**src/rtl/irtx_pkg.sv**
```systemverilog
package irtx_pkg;
  localparam int DESC_W = 32;
  localparam int CNT_W  = 28;

  typedef struct packed {
    logic             carrier;
    logic             last;
    logic [1:0]       timing;
    logic [CNT_W-1:0] count;
  } irtx_desc_t;

  localparam logic [1:0] TIMING_ALT = 2'b11;
endpackage

```
**src/rtl/irtx_fifo.sv**
```systemverilog
module irtx_fifo #(
  parameter int DEPTH = 32,
  parameter int WIDTH = 32,
  localparam int AW = $clog2(DEPTH),
  localparam int CW = $clog2(DEPTH + 1)
) (
  input  logic             clk,
  input  logic             rst_n,
  input  logic             push,
  input  logic [WIDTH-1:0] wdata,
  input  logic             pop,
  output logic [WIDTH-1:0] rdata,
  output logic             empty,
  output logic             full,
  output logic [CW-1:0]    fill
);
  logic [WIDTH-1:0] mem [DEPTH];
  logic [AW-1:0]    wp, rp;

  assign empty = (fill == '0);
  assign full  = (fill == CW'(DEPTH));
  assign rdata = mem[rp];

  always_ff @(posedge clk) begin
    if (push) mem[wp] <= wdata;
  end

  always_ff @(posedge clk) begin
    if (!rst_n) begin
      wp   <= '0;
      rp   <= '0;
      fill <= '0;
    end else begin
      if (push) wp <= (wp == AW'(DEPTH - 1)) ? '0 : wp + 1'b1;
      if (pop)  rp <= (rp == AW'(DEPTH - 1)) ? '0 : rp + 1'b1;
      if (push && !pop)      fill <= fill + 1'b1;
      else if (pop && !push) fill <= fill - 1'b1;
    end
  end

  assert_fill_up_R11: assert property (@(posedge clk) disable iff (!rst_n)
    (push && !pop) |=> (fill == $past(fill) + 1'b1));
  assert_fill_down_R11: assert property (@(posedge clk) disable iff (!rst_n)
    (pop && !push) |=> (fill == $past(fill) - 1'b1));
endmodule

```
**src/rtl/irtx_phase.sv**
```systemverilog
module irtx_phase #(
  parameter int PW = 16
) (
  input  logic          clk,
  input  logic          rst_n,
  input  logic          restart,
  input  logic [PW-1:0] limit_m1,
  output logic [PW-1:0] phase,
  output logic          wrap
);
  assign wrap = (phase >= limit_m1);

  always_ff @(posedge clk) begin
    if (!rst_n)               phase <= '0;
    else if (restart || wrap) phase <= '0;
    else                      phase <= phase + 1'b1;
  end

  assert_restart_aligned_R2: assert property (@(posedge clk) disable iff (!rst_n)
    restart |=> (phase == '0));
endmodule

```
**src/rtl/irtx_seq.sv**
```systemverilog
module irtx_seq import irtx_pkg::*; #(
  parameter int PW = 16
) (
  input  logic          clk,
  input  logic          rst_n,
  input  logic          tx_en,
  input  irtx_desc_t    head,
  input  logic          fifo_empty,
  input  logic          car_wrap,
  input  logic [PW-1:0] alt_lim,
  output logic          load,
  output logic          run,
  output logic          cur_carrier
);
  logic             cur_last, cur_alt;
  logic [CNT_W-1:0] remain;
  logic [PW-1:0]    alt_cnt;
  logic             alt_wrap, tick, sym_end;

  assign alt_wrap = (alt_cnt >= alt_lim);
  assign tick     = run && (cur_alt ? alt_wrap : car_wrap);
  assign sym_end  = tick && (remain == CNT_W'(1));
  assign load     = !fifo_empty && ((!run && tx_en) || (sym_end && !cur_last));

  always_ff @(posedge clk) begin
    if (!rst_n)                alt_cnt <= '0;
    else if (load || alt_wrap) alt_cnt <= '0;
    else                       alt_cnt <= alt_cnt + 1'b1;
  end

  always_ff @(posedge clk) begin
    if (!rst_n) begin
      run         <= 1'b0;
      cur_carrier <= 1'b0;
      cur_last    <= 1'b0;
      cur_alt     <= 1'b0;
      remain      <= '0;
    end else if (load) begin
      run         <= 1'b1;
      cur_carrier <= head.carrier;
      cur_last    <= head.last;
      cur_alt     <= !head.carrier && (head.timing == TIMING_ALT);
      remain      <= (head.count == '0) ? CNT_W'(1) : head.count;
    end else if (sym_end) begin
      run <= 1'b0;
    end else if (tick) begin
      remain <= remain - 1'b1;
    end
  end

  assert_stop_after_last_R5: assert property (@(posedge clk) disable iff (!rst_n)
    (sym_end && cur_last) |=> !run);
  assert_underrun_idle_R8: assert property (@(posedge clk) disable iff (!rst_n)
    (sym_end && fifo_empty) |=> !run);
  assert_alt_ignored_R4: assert property (@(posedge clk) disable iff (!rst_n)
    (load && head.carrier) |=> !cur_alt);
endmodule

```
**src/rtl/irtx_shaper.sv**
```systemverilog
module irtx_shaper #(
  parameter int PW = 16
) (
  input  logic          clk,
  input  logic          rst_n,
  input  logic          run,
  input  logic          carrier,
  input  logic [PW-1:0] phase,
  input  logic [PW-1:0] high,
  input  logic [1:0]    out_type,
  input  logic          idle_high,
  output logic          tx_out
);
  logic wave, env, nxt;

  assign wave = (phase < high) ^ out_type[0];
  assign env  = carrier ^ out_type[1];
  assign nxt  = run ? (env & wave) : idle_high;

  always_ff @(posedge clk) begin
    if (!rst_n) tx_out <= 1'b0;
    else        tx_out <= nxt;
  end

  assert_idle_level_R7: assert property (@(posedge clk) disable iff (!rst_n)
    !run |=> (tx_out == $past(idle_high)));
endmodule

```
**src/rtl/irtx_engine.sv**
```systemverilog
module irtx_engine import irtx_pkg::*; #(
  parameter int DEPTH = 32,
  parameter int PW    = 16,
  localparam int CW   = $clog2(DEPTH + 1)
) (
  input  logic          clk,
  input  logic          rst_n,
  input  logic          wr_valid,
  output logic          wr_ready,
  input  logic [31:0]   wr_data,
  input  logic          tx_en,
  input  logic [PW-1:0] cfg_period,
  input  logic [PW-1:0] cfg_high,
  input  logic [PW-1:0] cfg_alt_div,
  input  logic [1:0]    cfg_out_type,
  input  logic          cfg_idle_high,
  input  logic [CW-1:0] cfg_level,
  output logic          tx_out,
  output logic          busy,
  output logic [CW-1:0] free_cnt,
  output logic          irq_empty,
  output logic          irq_level,
  output logic          irq_ovf
);
  logic              full, empty, push, load, run, cur_car, car_wrap;
  logic [CW-1:0]     fill;
  logic [DESC_W-1:0] head_w;
  logic [PW-1:0]     car_phase, car_lim, alt_lim;

  assign wr_ready  = !full;
  assign push      = wr_valid && wr_ready;
  assign car_lim   = (cfg_period  == '0) ? '0 : cfg_period  - 1'b1;
  assign alt_lim   = (cfg_alt_div == '0) ? '0 : cfg_alt_div - 1'b1;
  assign busy      = run;
  assign free_cnt  = CW'(DEPTH) - fill;
  assign irq_empty = empty;
  assign irq_level = (fill <= cfg_level);

  always_ff @(posedge clk) begin
    if (!rst_n) irq_ovf <= 1'b0;
    else        irq_ovf <= wr_valid && full;
  end

  irtx_fifo #(.DEPTH(DEPTH), .WIDTH(DESC_W)) u_fifo (
    .clk(clk), .rst_n(rst_n), .push(push), .wdata(wr_data), .pop(load),
    .rdata(head_w), .empty(empty), .full(full), .fill(fill)
  );

  irtx_seq #(.PW(PW)) u_seq (
    .clk(clk), .rst_n(rst_n), .tx_en(tx_en), .head(irtx_desc_t'(head_w)),
    .fifo_empty(empty), .car_wrap(car_wrap), .alt_lim(alt_lim),
    .load(load), .run(run), .cur_carrier(cur_car)
  );

  irtx_phase #(.PW(PW)) u_carrier (
    .clk(clk), .rst_n(rst_n), .restart(load), .limit_m1(car_lim),
    .phase(car_phase), .wrap(car_wrap)
  );

  irtx_shaper #(.PW(PW)) u_shaper (
    .clk(clk), .rst_n(rst_n), .run(run), .carrier(cur_car), .phase(car_phase),
    .high(cfg_high), .out_type(cfg_out_type), .idle_high(cfg_idle_high),
    .tx_out(tx_out)
  );

  assert_ovf_refused_R10: assert property (@(posedge clk) disable iff (!rst_n)
    irq_ovf |-> ($past(wr_valid) && ($past(free_cnt) == '0)));
  assert_ready_when_room_R11: assert property (@(posedge clk) disable iff (!rst_n)
    (free_cnt != '0) |-> wr_ready);
endmodule

```
**config.mk**
```make
export PLATFORM = sky130hd
export DESIGN_NAME = irtx_engine
export DESIGN_NICKNAME = d
export VERILOG_FILES = /design/src/rtl/irtx_pkg.sv /design/src/rtl/irtx_fifo.sv /design/src/rtl/irtx_phase.sv /design/src/rtl/irtx_seq.sv /design/src/rtl/irtx_shaper.sv /design/src/rtl/irtx_engine.sv
export SDC_FILE = /design/constraint.sdc
export NUM_CORES = 1
export LEC_CHECK = 0
export CAP_MARGIN = 5
export CORE_MARGIN = 4
export CORE_UTILIZATION = 35
export CTS_CLUSTER_SIZE = 14
export DETAILED_ROUTE_END_ITERATION = 10
export DONT_BUFFER_PORTS = 1
export GPL_ROUTABILITY_DRIVEN = 0
export PLACE_DENSITY = 0.59
export REMOVE_ABC_BUFFERS = 1
export SKIP_LAST_GASP = 1
export SYNTH_ARGS = -nofsm -noshare
export SYNTH_HDL_FRONTEND = slang
export SYNTH_HIERARCHICAL = 1
export SYNTH_SLANG_ARGS = --single-unit
```
**constraint.sdc**
```tcl
create_clock -name clk -period 14 [get_ports clk]
set_input_delay 0.7 -clock clk [delete_from_list [all_inputs] [get_ports clk]]
set_output_delay 0.7 -clock clk [all_outputs]
set_load 0.1 [all_outputs]
```
# Word level (Yosys, flattened, before mapping)
# Memories as Yosys holds them, arrays and structs flattened. A register that Yosys moved wholly into a read port is not among the register bits.
# Index checks and enable logic that the tools add are counted.
dict set report word_totals {
  n_memories 1
  register_bits 82
  inputBits 93
  ramBits 1024
}
dict set report classes {
  addsub 10
  n_reduce_logical 30
  bitwise_logic 4
  eq_ne 6
  n_mux 18
  n_lt_le_gt_ge 4
}
# name words word_bits read_ports rd_ports_with_merged_regs wr line_no
set memory_table {}
lappend memory_table {u_fifo.mem 32 32 1 1 1 irtx_fifo.sv:17} ;# logic [WIDTH-1:0] mem [DEPTH];
# op count
set ops {}
lappend ops {{two-way mux 28 bit} 4}
lappend ops {{adder 16 x 1 -> 16 bit, second input constant} 2}
lappend ops {{>= comparator 16 bit} 2}
lappend ops {{logical NOT 16 bit} 2}
lappend ops {{two-way mux 16 bit} 2}
lappend ops {{subtractor 16 x 1 -> 16 bit, second input constant} 2}
lappend ops {{equality test 28 x 1 -> 1 bit, second input constant} 1}
lappend ops {{logical NOT 28 bit} 1}
lappend ops {{subtractor 28 x 1 -> 28 bit, second input constant} 1}
lappend ops {{two-way mux 5 bit} 4}
lappend ops {{< comparator 16 bit} 1}
lappend ops {{two-way mux 6 bit} 2}
lappend ops {{adder 5 x 1 -> 5 bit, second input constant} 2}
lappend ops {{equality test 5 bit, second input constant} 2}
lappend ops {{logical AND 1 bit} 10}
lappend ops {{logical NOT 1 bit} 7}
lappend ops {{adder 6 x 1 -> 6 bit, second input constant} 1}
lappend ops {{equality test 6 bit, second input constant} 1}
lappend ops {{less-or-equal comparator 6 bit} 1}
lappend ops {{logical NOT 6 bit} 1}
lappend ops {{two-way mux 1 bit} 6}
lappend ops {{nonzero test 2 bit} 3}
lappend ops {{subtractor 6 x 1 -> 6 bit, second input constant} 1}
lappend ops {{subtractor 6 bit, first input constant} 1}
lappend ops {{other kinds (8)} 12}

# Depth between registers and ports, before layout
# Gate-level depths: netlist of the first run.
dict set report logic_depth {
  ltp_word 12
  ltp_mapped 24
  mapped_depth_nobuf 23
}

# By module
# The synthesis of the first run kept the hierarchy.
# mod area_each_um2 seq_area_each_um2 n_inst cells_per_inst
set by_module_without_submodules {}
lappend by_module_without_submodules {irtx_fifo 40416.3 31169.9 1 2056}
lappend by_module_without_submodules {irtx_seq 2987.9 960.9 1 368}
lappend by_module_without_submodules {irtx_phase 1152.4 320.3 1 129}
lappend by_module_without_submodules {irtx_engine 1026.0 20.0 1 154}
lappend by_module_without_submodules {irtx_shaper 471.7 20.0 1 63}

# Worst setup path before layout of the first run
# OpenSTA, ideal clock, no wires.
dict set report synth_path {
  kind {reg-to-reg}
  from {register u_fifo.fill[0]}
  to {register u_fifo.fill[5]}
  path_buffers 0
  t_required_ns 13.877
  period_less_slack_ns 5.918
  arrival_ns 5.794
  stages_incl_launch_ff 14
  setup_slack_ns 8.082
  setup_ns 0.123
  cell_sequence {dfxtp_1 or4_1 nor3_1 nor3b_1 a31oi_1 inv_2 inv_1 ha_1 inv_1 ha_1 a211o_1 o221a_2 o21ai_0 nand3_1}
}
dict set report synth_via {
  elab_chain_len 6
  word_cells_on_any_way 15
  cone_classes {2 x add/sub; 1 x eq/ne; 2 x mux; 10 x reduce/logical}
}
# item line_no
set synth_rtl {}
lappend synth_rtl {{start: declaration} irtx_fifo.sv:15} ;# output logic [CW-1:0] fill
lappend synth_rtl {{start signal: assignment} irtx_fifo.sv:36} ;# if (push && !pop) fill <= fill + 1'b1;
lappend synth_rtl {{start signal: assignment} irtx_fifo.sv:37} ;# else if (pop && !push) fill <= fill - 1'b1;
lappend synth_rtl {{logical NOT 6 bit *} irtx_fifo.sv:20} ;# assign empty = (fill == '0);
lappend synth_rtl {{via irq_empty} irtx_engine.sv:21} ;# output logic irq_empty,
lappend synth_rtl {{logical NOT 1 bit *} irtx_seq.sv:23} ;# assign load = !fifo_empty && ((!run && tx_en) || (sym_end && !cur_last));
lappend synth_rtl {{logical AND 1 bit *} irtx_seq.sv:23}
lappend synth_rtl {{via load} irtx_engine.sv:25} ;# logic full, empty, push, load, run, cur_car, car_wrap;
lappend synth_rtl {{logical NOT 1 bit} irtx_fifo.sv:36}
lappend synth_rtl {{logical AND 1 bit} irtx_fifo.sv:36}
lappend synth_rtl {{two-way mux 6 bit / nonzero test 2 bit (equally long branches)} -}
# The timed path passes the listed nets; every way through them passes the cells marked *. The select of a mux whose other input is x is not followed.
# A chain may end at the register's enable or synchronous reset.

# Final worst setup path of the first run
dict set report layout_path {
  from {input port cfg_period[4]}
  to {register u_fifo.fill[5]}
}
dict set report layout_via {
  elab_chain_len 12
  word_cells_on_any_way 15
  cone_classes {1 x add/sub; 1 x order compare; 3 x mux; 10 x reduce/logical}
}
# item line_no
set layout_rtl {}
lappend layout_rtl {{start: declaration} irtx_engine.sv:12} ;# input logic [PW-1:0] cfg_period,
lappend layout_rtl {{logical NOT 16 bit *} irtx_engine.sv:32} ;# assign car_lim = (cfg_period == '0) ? '0 : cfg_period - 1'b1;
lappend layout_rtl {{two-way mux 16 bit *} irtx_engine.sv:32}
lappend layout_rtl {{via car_lim[1]} irtx_engine.sv:28} ;# logic [PW-1:0] car_phase, car_lim, alt_lim;
lappend layout_rtl {{>= comparator 16 bit *} irtx_phase.sv:11} ;# assign wrap = (phase >= limit_m1);
lappend layout_rtl {{via car_wrap} irtx_engine.sv:25}
lappend layout_rtl {{two-way mux 1 bit *} irtx_seq.sv:21} ;# assign tick = run && (cur_alt ? alt_wrap : car_wrap);
lappend layout_rtl {{logical AND 1 bit *} irtx_seq.sv:21}
lappend layout_rtl {{logical AND 1 bit *} irtx_seq.sv:22} ;# assign sym_end = tick && (remain == CNT_W'(1));
lappend layout_rtl {{logical AND 1 bit *} irtx_seq.sv:23}
lappend layout_rtl {{logical OR 1 bit *} irtx_seq.sv:23}
lappend layout_rtl {{logical AND 1 bit *} irtx_seq.sv:23}
lappend layout_rtl {{via load} irtx_engine.sv:25}
lappend layout_rtl {{logical NOT 1 bit} irtx_fifo.sv:36}
lappend layout_rtl {{logical AND 1 bit} irtx_fifo.sv:36}
lappend layout_rtl {{two-way mux 6 bit / nonzero test 2 bit (equally long branches)} -}
# The timed path passes the listed nets; every way through them passes the cells marked *.

==> results.json, run 1 <==
{
  "status": "completed",
  "nets": 2983,
  "worst_setup_path_start_kind": "input port",
  "leakagePower_nw": 16.39,
  "final.setup.tns_ns": 0,
  "place_area_um2": 48480,
  "nFillCells": 11830,
  "hold_viol": 0,
  "p_per_area_nw_per_um2": 151.0,
  "cts.repair.resized": 0,
  "cts_htree_levels": 3,
  "worst_pin_slew_ns": 1.202,
  "fp.dieH_um": 370.7,
  "io_pins": 105,
  "grt_pass1_vias": 24740,
  "ys_warn_count": 6,
  "hold_ws_ns": 0.1059,
  "setup_violations": 0,
  "path_class": "input port to flop",
  "cts-buffers-inserted": 110,
  "die_area_um2": 137500,
  "clk_pin_slew_ns": 0.07,
  "rsz0062_at_grt": "false",
  "cts_max_path_buffers": 3,
  "root_buffer": "clkbuf_16",
  "rows": 132,
  "initial_core_util": 0.3539,
  "drv_cap": 0,
  "final_cell_mix": "edfxtp_1 (1024), mux2_2 (195), mux4_2 (128), clkbuf_16 (112), nor2_1 (105)",
  "end_kind": "flop",
  "syn_inst": 2770,
  "min_delay_path_depth": 0,
  "vias_per_cell": 5.426,
  "yosysSeqAreaShare": 0.7055,
  "clock-sinks": 1111,
  "worst_slack_ns": 8.454,
  "drive_gt1_frac": 0.2214,
  "period_share": 0.3962,
  "wire_per_inst_um": 25.31,
  "reg2reg_slack_ns": 8.61,
  "first_pass_iters": 5,
  "post_cts_buffers": 0,
  "finalInstanceArea_um2": 52070,
  "antenna_cells": 0,
  "path_max_fanout": 15,
  "crit_required_ns": 14.54,
  "final_common_cell": "edfxtp_1",
  "tritoncts": "yes",
  "post-place-ws_ns": 7.860,
  "grt_util_all_layers": 0.1686,
  "worstRegToRegCells": 11,
  "hold_buffers": 0,
  "peakVddDrop_v": 0.0001053,
  "vias": 25240,
  "postRouteAntennaNets": 0,
  "drc": 0,
  "fmax_ghz": 0.1803,
  "die_w_um": 370.7,
  "synth_cell_types": 82,
  "slew_headroom": 0.1981,
  "hold_path_class": "input port to flop",
  "clk_latency_ns": 0.69,
  "antenna_found_initial": 1,
  "dp_hpwl_mm": 66.46,
  "synth_edf_count": 1024,
  "totalWireLength_mm": 117.7,
  "port_buffers": 0,
  "total_power_w": 0.007860,
  "syn_area_um2": 46050,
  "synthArstFlopShare": 0,
  "synth_seq_cells": 1111,
  "coreArea_um2": 130100,
  "worstPathArrival_ns": 6.08,
  "skew_ns": 0.05538,
  "slew_viol_final": 0,
  "grt_max_degree": 133,
  "synth_ff_type": "edfxtp_1",
  "syn_to_final_growth_pct": 13.07,
  "fin_crit_ns": 5.546,
  "overflow": 0,
  "grt_pass1_wl_mm": 170.8,
  "detail_route.iter0.violations": 2619,
  "synth.avg_cell_area_um2": 16.63
}
## routing by layer
layer,wire (um),track usage
met2,53670,0.2629
met3,8842,0.03560
met1,52010,0.2383
met4,3217,0.04947
met5,0,0
## flip-flops by register name, indices dropped and copies added (netlist names), 5 cells and up, named ones only
name	cells
u_carrier/phase	16
u_fifo/fill	6
u_fifo/mem	1024
u_fifo/rp	5
u_fifo/wp	5
u_seq/alt_cnt	16
u_seq/remain	28
## logic make-up (layout without fill, tap and decap cells)
family	after synthesis	in the layout	share of synthesized area
xor+xnor	63	63	0.01198
fa+ha+maj	74	74	0.02027
mux	326	326	0.1109
flops	1111	1111	0.7055
buf+inv	215	354	0.02054
compound gates	395	395	0.05953
simple gates	586	586	0.07126
## path summary, 6_finish.rpt
| check | start | to |
|---|---|---|
| worst min register to register | u_seq/remain[21]$_SDFFE_PN0P_ | u_seq/remain[21]$_SDFFE_PN0P_ |
| worst max register to register | flop | u_seq/remain[2]$_SDFFE_PN0P_ |
| worst min-delay path | wr_data[12] | u_fifo/mem[13][12]$_DFFE_PP_ |
| worst max-delay path | cfg_period[4] | u_fifo/fill[5]$_SDFFE_PN0P_ |
## cell type report
class	count	area, um^2	area share
Multi-Input combinational cell	1444	12950	0.2486
Sequential cell	1111	32500	0.6241
Timing Repair Buffer	70	558.0	0.01072
Clock buffer	147	3004	0.05769
Tap cell	1742	2180	0.04186
Clock inverter	58	589.3	0.01132
Inverter	79	296.5	0.005695
## report_power, final
group	internal (W)	switching (W)	total, W
sequential	0.00370	0.0000891	0.00379
combinational	0.000401	0.000734	0.00113
clock	0.00169	0.00124	0.00293
## Yosys cell counts, drive strengths merged, types with 6 or more instances
master,count,area (um^2)
edfxtp,1024,30750
mux2,195,2196
nor2,139,581.8
mux4,128,2883
nor3,108,571.8
clkbuf,87,326.6
dfxtp,87,1742
o21ai,86,430.4
inv,78,292.8
nor2b,75,469.2
ha,73,913.4
a211oi,65,493.0
a22o,65,569.3
nand2,65,244.0
o22ai,64,400.4
buf,49,322.8
a21oi,48,244.0
or4,41,307.8
xor2,39,341.6
nand3,35,175.2
nor4,26,217.7
nand4,25,190.2
xnor2,24,210.2
and3,15,100.1
a221o,13,130.1
nand2b,11,76.32
o31ai,9,67.56
or3,9,57.56
nand3b,7,56.30
or2,7,43.79
nor3b,6,45.04
## per-stage QoR
stage,std cells,util
finish,4651,0.4001
global route,4651,0.4001
CTS,4651,0.4001
detailed placement,4446,0.3725
global placement,4446,0.3725
floorplan,2634,-
## worst max-delay path, cell delays in order
cell,delay [ns]
nor4_4,0.49
nand4_2,0.26
nor3_4,0.50
nor2_1,0.09
inv_1,0.08
ha_1,0.24
nor2b_1,0.14
o211a_1,0.23
o311ai_4,0.34
nand3_1,0.22
o21ai_0,0.61
nor3_1,0.12
a31oi_2,0.24
inv_2,0.20
inv_1,0.15
ha_1,0.24
inv_1,0.18
ha_1,0.38
a211o_1,0.27
o221a_2,0.24
o21ai_0,0.07
nand3_1,0.08
(Power assumes the default switching activity.)
==> run 2, diff against run 1 <==
==> constraint.sdc (replaced) <==
create_clock -name clk -period 5.55 [get_ports clk]
set_input_delay 0.2775 -clock clk [delete_from_list [all_inputs] [get_ports clk]]
set_output_delay 0.2775 -clock clk [all_outputs]
set_load 0.1 [all_outputs]
==> run 2 against run 1 <==
Against the previous run: design area grew 1.7%; core utilization grew 0.67 points; critical endpoint is now u_fifo/fill[3]$_SDFFE_PN0P_; routed wire length grew 0.74%; critical path type unchanged; first-iteration DRC count shrank 5.0%; largest cell class unchanged; combinational power grew to 2.7 times the previous value.
==> results.json, run 2 (synthesis gave the netlist of run 1 again) <==
{
  "vias_per_cell": 5.424,
  "grt_util_all_layers": 0.1707,
  "coreArea_um2": 130100,
  "drive_gt1_frac": 0.2256,
  "final_common_cell": "edfxtp_1",
  "die_w_um": 370.7,
  "skew_ns": 0.02736,
  "clk_latency_ns": 0.70,
  "totalWireLength_mm": 118.6,
  "m1WireLength_mm": 51.88,
  "p_per_area_nw_per_um2": 375.4,
  "cp_cell_sequence": "nor4_4 -> nand4_2 -> nor3_4 -> nor2_1 -> inv_1 -> ha_1 -> nor2b_1 -> o211a_1 -> o311ai_4 -> nand3_1 -> o21ai_0 -> nor3_1 -> a31oi_2 -> inv_2 -> inv_1 -> ha_1 -> inv_1 -> ha_1 -> and3_1 -> nor3_1 -> o31ai_1 -> and2_1 -> dlygate4sd3_1",
  "syn_to_final_growth_pct": 14.95,
  "first_pass_iters": 7,
  "peakVddDrop_v": 0.0002654,
  "grt_pass1_wl_mm": 174.0,
  "slew_headroom": 0.1719,
  "status": "completed",
  "root_buffer": "clkbuf_16",
  "overflow": 0,
  "worst_pin_slew_ns": 1.238,
  "leakagePower_nw": 16.76,
  "final.setup.tns_ns": 0,
  "drv_cap": 0,
  "nets": 3053,
  "reg_top3": "u_fifo/mem: 1024 flops, u_seq/remain: 28 flops",
  "rows": 132,
  "period_share": 0.8825,
  "fmax_ghz": 0.2042,
  "clk_pin_slew_ns": 0.06,
  "setup_violations": 0,
  "highest_layer": "met5",
  "grt_max_degree": 79,
  "critPathBufInv": 5,
  "path_max_fanout": 14,
  "grt_pass1_vias": 25730,
  "crit_required_ns": 6.12,
  "worst_setup_path_start_kind": "input port",
  "top_register": "u_fifo/mem",
  "met3_length_mm": 8.564,
  "cts.repair.resized": 0,
  "max_stage_delay_ns": 0.54,
  "io_pins": 105,
  "initial_core_util": 0.3539,
  "largest_reg_flops": 1024,
  "cts_max_path_buffers": 3,
  "hold_viol": 0,
  "path_class": "input port to flop",
  "slew_viol_final": 0,
  "total_power_w": 0.01987,
  "cts-buffers-inserted": 110,
  "die_area_um2": 137500,
  "hold_path_class": "input port to flop",
  "antenna_found_initial": 13,
  "end_kind": "flop",
  "clock-sinks": 1111,
  "cts_htree_levels": 3,
  "detail_route.iter0.violations": 2488,
  "port_buffers": 0,
  "wl_met2_mm": 55.04,
  "drc": 0,
  "postRouteAntennaNets": 0,
  "fp.dieH_um": 370.7,
  "tritoncts": "yes",
  "vias": 25630,
  "cpMaxStageDelayCell": "dlygate4sd3_1",
  "dp_hpwl_mm": 68.27,
  "rsz0062_at_grt": "false",
  "final_cell_mix": "edfxtp_1 (1024), mux2_2 (195), mux4_2 (128), clkbuf_16 (113), nor2_1 (105)",
  "wire_per_inst_um": 25.10,
  "critPathTopFamily": "simple AND/OR/NAND/NOR gates",
  "fin_crit_ns": 4.898,
  "worstPathArrival_ns": 5.47
}
-- run 2: what timing repair did --
item / 4_1_cts / 5_1_grt
setup endpoints to repair: 0 / 0
buffers inserted: 0 / 0
hold buffers: 40 / 0
endpoints found under the hold margin: 1053 / 0
-- run 2: final timing paths --
path	slack (ns)	end	cells past startpoint	start
setup reg to reg	0.93	u_seq/remain[2]$_SDFFE_PN0P_	10	flop
hold / removal	0.09	u_seq/remain[25]$_SDFFE_PN0P_	4	tx_en
setup / recovery	0.65	u_fifo/fill[3]$_SDFFE_PN0P_	23	cfg_period[4]
hold reg to reg	0.48	u_seq/cur_last$_SDFFE_PN0P_	2	u_seq/cur_last$_SDFFE_PN0P_
-- run 2: cell type report --
cell class,instances,area (um^2)
well taps,1742,2180
diodes,4,10.01
clock inverters,64,518.0
repair buffers,140,1539
inverters,79,296.5
clock buffers,141,2953
multi-input cells,1444,12950
flip-flops and latches,1111,32500
fillers,11760,77200
-- run 2: worst register-to-register path: stages, from the launching register on --
cell and delay [ns]:
dfxtp_4 0.92, buf_4 0.46, mux4_2 0.55, a22o_1 0.29, or4_1 0.63, nor4_1 0.50, nand4_1 0.19, nor2_1 0.21
nor3_1 0.18, buf_4 0.22, a221o_1 0.35
-- run 2: per-stage QoR --
stage | cells | setup WS [ns] | instance area, um^2 | utilization | hold WS [ns]
after floorplan | 2634 | -6.675 | 45400 | - | 0.3764
after global placement | 4476 | 0.4957 | 49030 | 0.3767 | 0.3793
after detailed placement | 4476 | 0.4498 | 49030 | 0.3767 | 0.3797
after CTS | 4721 | 0.7058 | 52930 | 0.4067 | 0.04037
after global routing | 4721 | 0.1653 | 52930 | 0.4067 | 0.07801
final | 4725 | 0.6521 | 52940 | 0.4068 | 0.08665
-- run 2: where the power goes --
part | switching [W] | total, W | internal, W | leakage, nW
clock | 0.00315 | 0.00719 | 0.00404 | 1.70
sequential | 0.000238 | 0.00958 | 0.00935 | 9.93
combinational | 0.00200 | 0.00310 | 0.00109 | 5.12
total | 0.00540 | 0.0199 | 0.0145 | 16.8
-- run 2: metal layers --
layer	GRT usage	vias to the layer above
met1	0.2391	13260
met5	0	-
li1	-	11270
met4	0.04940	10
met3	0.03262	186
met2	0.2715	904
==> run 3, diff against run 2 <==
--- a/config.mk
+++ b/config.mk
@@ -5,6 +5,7 @@
 export SDC_FILE = /design/constraint.sdc
 export NUM_CORES = 1
 export LEC_CHECK = 0
+export ABC_AREA = 1
 export CAP_MARGIN = 5
 export CORE_MARGIN = 4
 export CORE_UTILIZATION = 35
==> run 3 against run 2 <==
Against the previous run: setup slack improved by 1.2 ns; synthesized area rose by 6.6%; first-iteration DRC count grew 44%; synthesized cell count increased by 68%; routed wire length grew 14%; register-to-register slack better by 0.93 ns; die area is 6.4% higher.
==> results.json, run 3 <==
{
  "status": "completed",
  "cpMaxStageDelayCell": "nor2_4",
  "tritoncts": "yes",
  "die_area_um2": 146300,
  "grt_pass1_vias": 31720,
  "synth_edf_count": 1024,
  "dp_hpwl_mm": 73.35,
  "wire_per_inst_um": 20.52,
  "fmax_ghz": 0.2711,
  "syn_area_um2": 49090,
  "internal_power_w": 0.01550,
  "skew_ns": 0.04517,
  "yosysSeqAreaShare": 0.6619,
  "synthTopCellsByArea": "edfxtp_1 (63%), nand2_1 (13%), nand3_1 (8.8%)",
  "die_w_um": 382.5,
  "drc": 0,
  "antenna_found_initial": 3,
  "rows": 137,
  "grt_pass1_wl_mm": 203.0,
  "peakVddDrop_v": 0.0005019,
  "cpMostUsedCell": "buf_4",
  "ys_warn_count": 6,
  "worst_pin_slew_ns": 1.254,
  "min_delay_path_depth": 2,
  "root_buffer": "clkbuf_16",
  "path_class": "flop to flop",
  "min_to": "u_seq/remain[6]$_SDFFE_PN0P_",
  "cp_cell_sequence": "inv_1 -> nand4_1 -> nor3_1 -> nor2_1 -> buf_4 -> nand2_1 -> nor2_4 -> buf_4",
  "setup_violations": 0,
  "synth.avg_cell_area_um2": 10.57,
  "cts_max_path_buffers": 3,
  "drive_gt1_frac": 0.07368,
  "top_register": "u_fifo/mem",
  "post_cts_buffers": 0,
  "grt_util_all_layers": 0.1810,
  "crit_required_ns": 5.93,
  "p_per_area_nw_per_um2": 423.7,
  "io_pins": 105,
  "clk_latency_ns": 0.72,
  "rr_startpoint": "u_fifo/fill[2]$_SDFFE_PN0P_",
  "hold_viol": 0,
  "r2r_end": "u_fifo/mem[26][3]$_DFFE_PP_",
  "worst_setup_path_start_kind": "flop",
  "slew_viol_final": 0,
  "min_from": "rst_n",
  "worst_slack_ns": 1.862,
  "end_kind": "flop",
  "synth_top_area_frac": 0.6264,
  "nets": 4807,
  "post-place-ws_ns": 1.402,
  "synth_ff_type": "edfxtp_1",
  "max_stage_delay_ns": 1.14,
  "synth_seq_cells": 1111,
  "yosys-top-cells-count": "nand2_1 (1692), edfxtp_1 (1024), nand3_1 (866)",
  "syn_to_final_growth_pct": 11.96,
  "path_max_fanout": 21,
  "final_cell_mix": "nand2_1 (1692), edfxtp_1 (1024), nand3_1 (866), inv_1 (207), nor2_1 (156)",
  "final_common_cell": "nand2_1",
  "overflow": 0,
  "switching_share": 0.3346,
  "seq_power_share": 0.415,
  "leakagePower_nw": 20.61,
  "clock-sinks": 1111,
  "slew_headroom": 0.1623,
  "syn_inst": 4646,
  "cts_htree_levels": 3,
  "drv_cap": 0,
  "combPwrFrac": 0.255,
  "p_sw_w": 0.007793,
  "detail_route.iter0.violations": 3594,
  "utilization": 0.3944,
  "largest_reg_flops": 1024,
  "port_buffers": 0,
  "grt_max_degree": 239,
  "period_share": 0.6645,
  "synth_top_area_cell": "edfxtp_1",
  "rsz0062_at_grt": "false",
  "postRouteAntennaNets": 0,
  "cts.repair.resized": 0,
  "clk_pin_slew_ns": 0.06,
  "cts-buffers-inserted": 114,
  "synth.most_common_cell": "nand2_1",
  "initial_core_util": 0.3522,
  "synthArstFlopShare": 0,
  "worstRegToRegCells": 8,
  "vias_per_cell": 5.091,
  "total_power_w": 0.02329,
  "coreArea_um2": 139400,
  "synth_cell_types": 46,
  "final.setup.tns_ns": 0,
  "fp.dieH_um": 382.5,
  "worstPathArrival_ns": 4.07,
  "fin_crit_ns": 3.688,
  "clock_power_share": 0.331,
  "reg2reg_slack_ns": 1.86,
  "first_pass_iters": 6,
  "vias": 33690,
  "hold_ws_ns": 0.07839,
  "reg_top3": "u_fifo/mem: 1024 flops, u_seq/remain: 28 flops",
  "totalWireLength_mm": 135.8,
  "hold_path_class": "input port to flop"
}
## run 3: cell types whose count changed after synthesis, sizes merged, moves of 128 or more
cell,previous run,this run
nand3,35,869
nand2,65,1698
buf,49,208
mux4,128,0
mux2,195,0
inv,78,218
## run 3: cell type report
cell class	instances	area (um^2)
clock buffer	143	3044
timing repair buffer	118	1174
fill	13210	84400
inverter	219	850.8
clock inverter	70	695.7
multi-input combinational	3076	14330
antenna	4	10.01
sequential	1111	32510
tap	1876	2347
## run 3: timing repair
action | CTS | global route
hold buffers | 42 | 0
endpoints found under the hold margin | 1079 | 0
setup endpoints to repair | 0 | 0
## run 3: worst max path at each step
stage	end	start	slack, ns	depth (start not counted)
floorplan	u_seq/remain[0]$_SDFFE_PN0P_	flop	-9.41	15
global placement	u_fifo/fill[5]$_SDFFE_PN0P_	cfg_period[0]	1.50	32
detailed placement	u_fifo/fill[3]$_SDFFE_PN0P_	cfg_period[0]	1.40	29
CTS	u_seq/remain[12]$_SDFFE_PN0P_	u_carrier/phase[3]$_SDFF_PP0_	1.84	19
global route	u_seq/remain[12]$_SDFFE_PN0P_	u_carrier/phase[3]$_SDFF_PP0_	1.59	19
finish	u_fifo/mem[26][3]$_DFFE_PP_	u_fifo/fill[2]$_SDFFE_PN0P_	1.86	8
## run 3: metal layers
metal	part of all wire	vias to the layer above	wire (um)	track usage
met1	0.44	16460	59560	0.2528
met3	0.070	206	9448	0.02590
met5	0	-	0	0
met4	0.025	0	3355	0.04941
met2	0.47	1196	63440	0.2960
li1	-	15830	-	-
## run 3: kinds of logic after synthesis
kind of cell             share of synthesized area
AND/OR/NAND/NOR                             0.2466
flip-flops                                  0.6619
buffers and inverters                      0.05154
AO/OA/AOI/OAI                              0.01155
adder cells (fa/ha/maj)                    0.01901
XOR/XNOR                                  0.009456
## run 3: metrics by stage
stage,instance area [um^2],std cells
floorplan,47390,4406
global placement,50740,6358
detailed placement,50740,6358
CTS,54950,6613
global route,54950,6613
finish,54960,6617
## run 3: worst max-delay path: cells and delay by family (launching register included)
family	cells	cell delay [ns]
simple gates	5	2.03
buf+inv	3	0.76
flops	1	0.52
## run 3: power groups by stage
stage          Combinational [W]  Clock [W]  Sequential (W)
6_report                 0.00593    0.00770         0.00966
5_1_grt                  0.00656    0.00817         0.00969
4_1_cts                  0.00594    0.00782         0.00966
3_5_place_dp             0.00577          0         0.00983
3_3_place_gp             0.00574          0         0.00983
2_1_floorplan            0.00417          0          0.0101
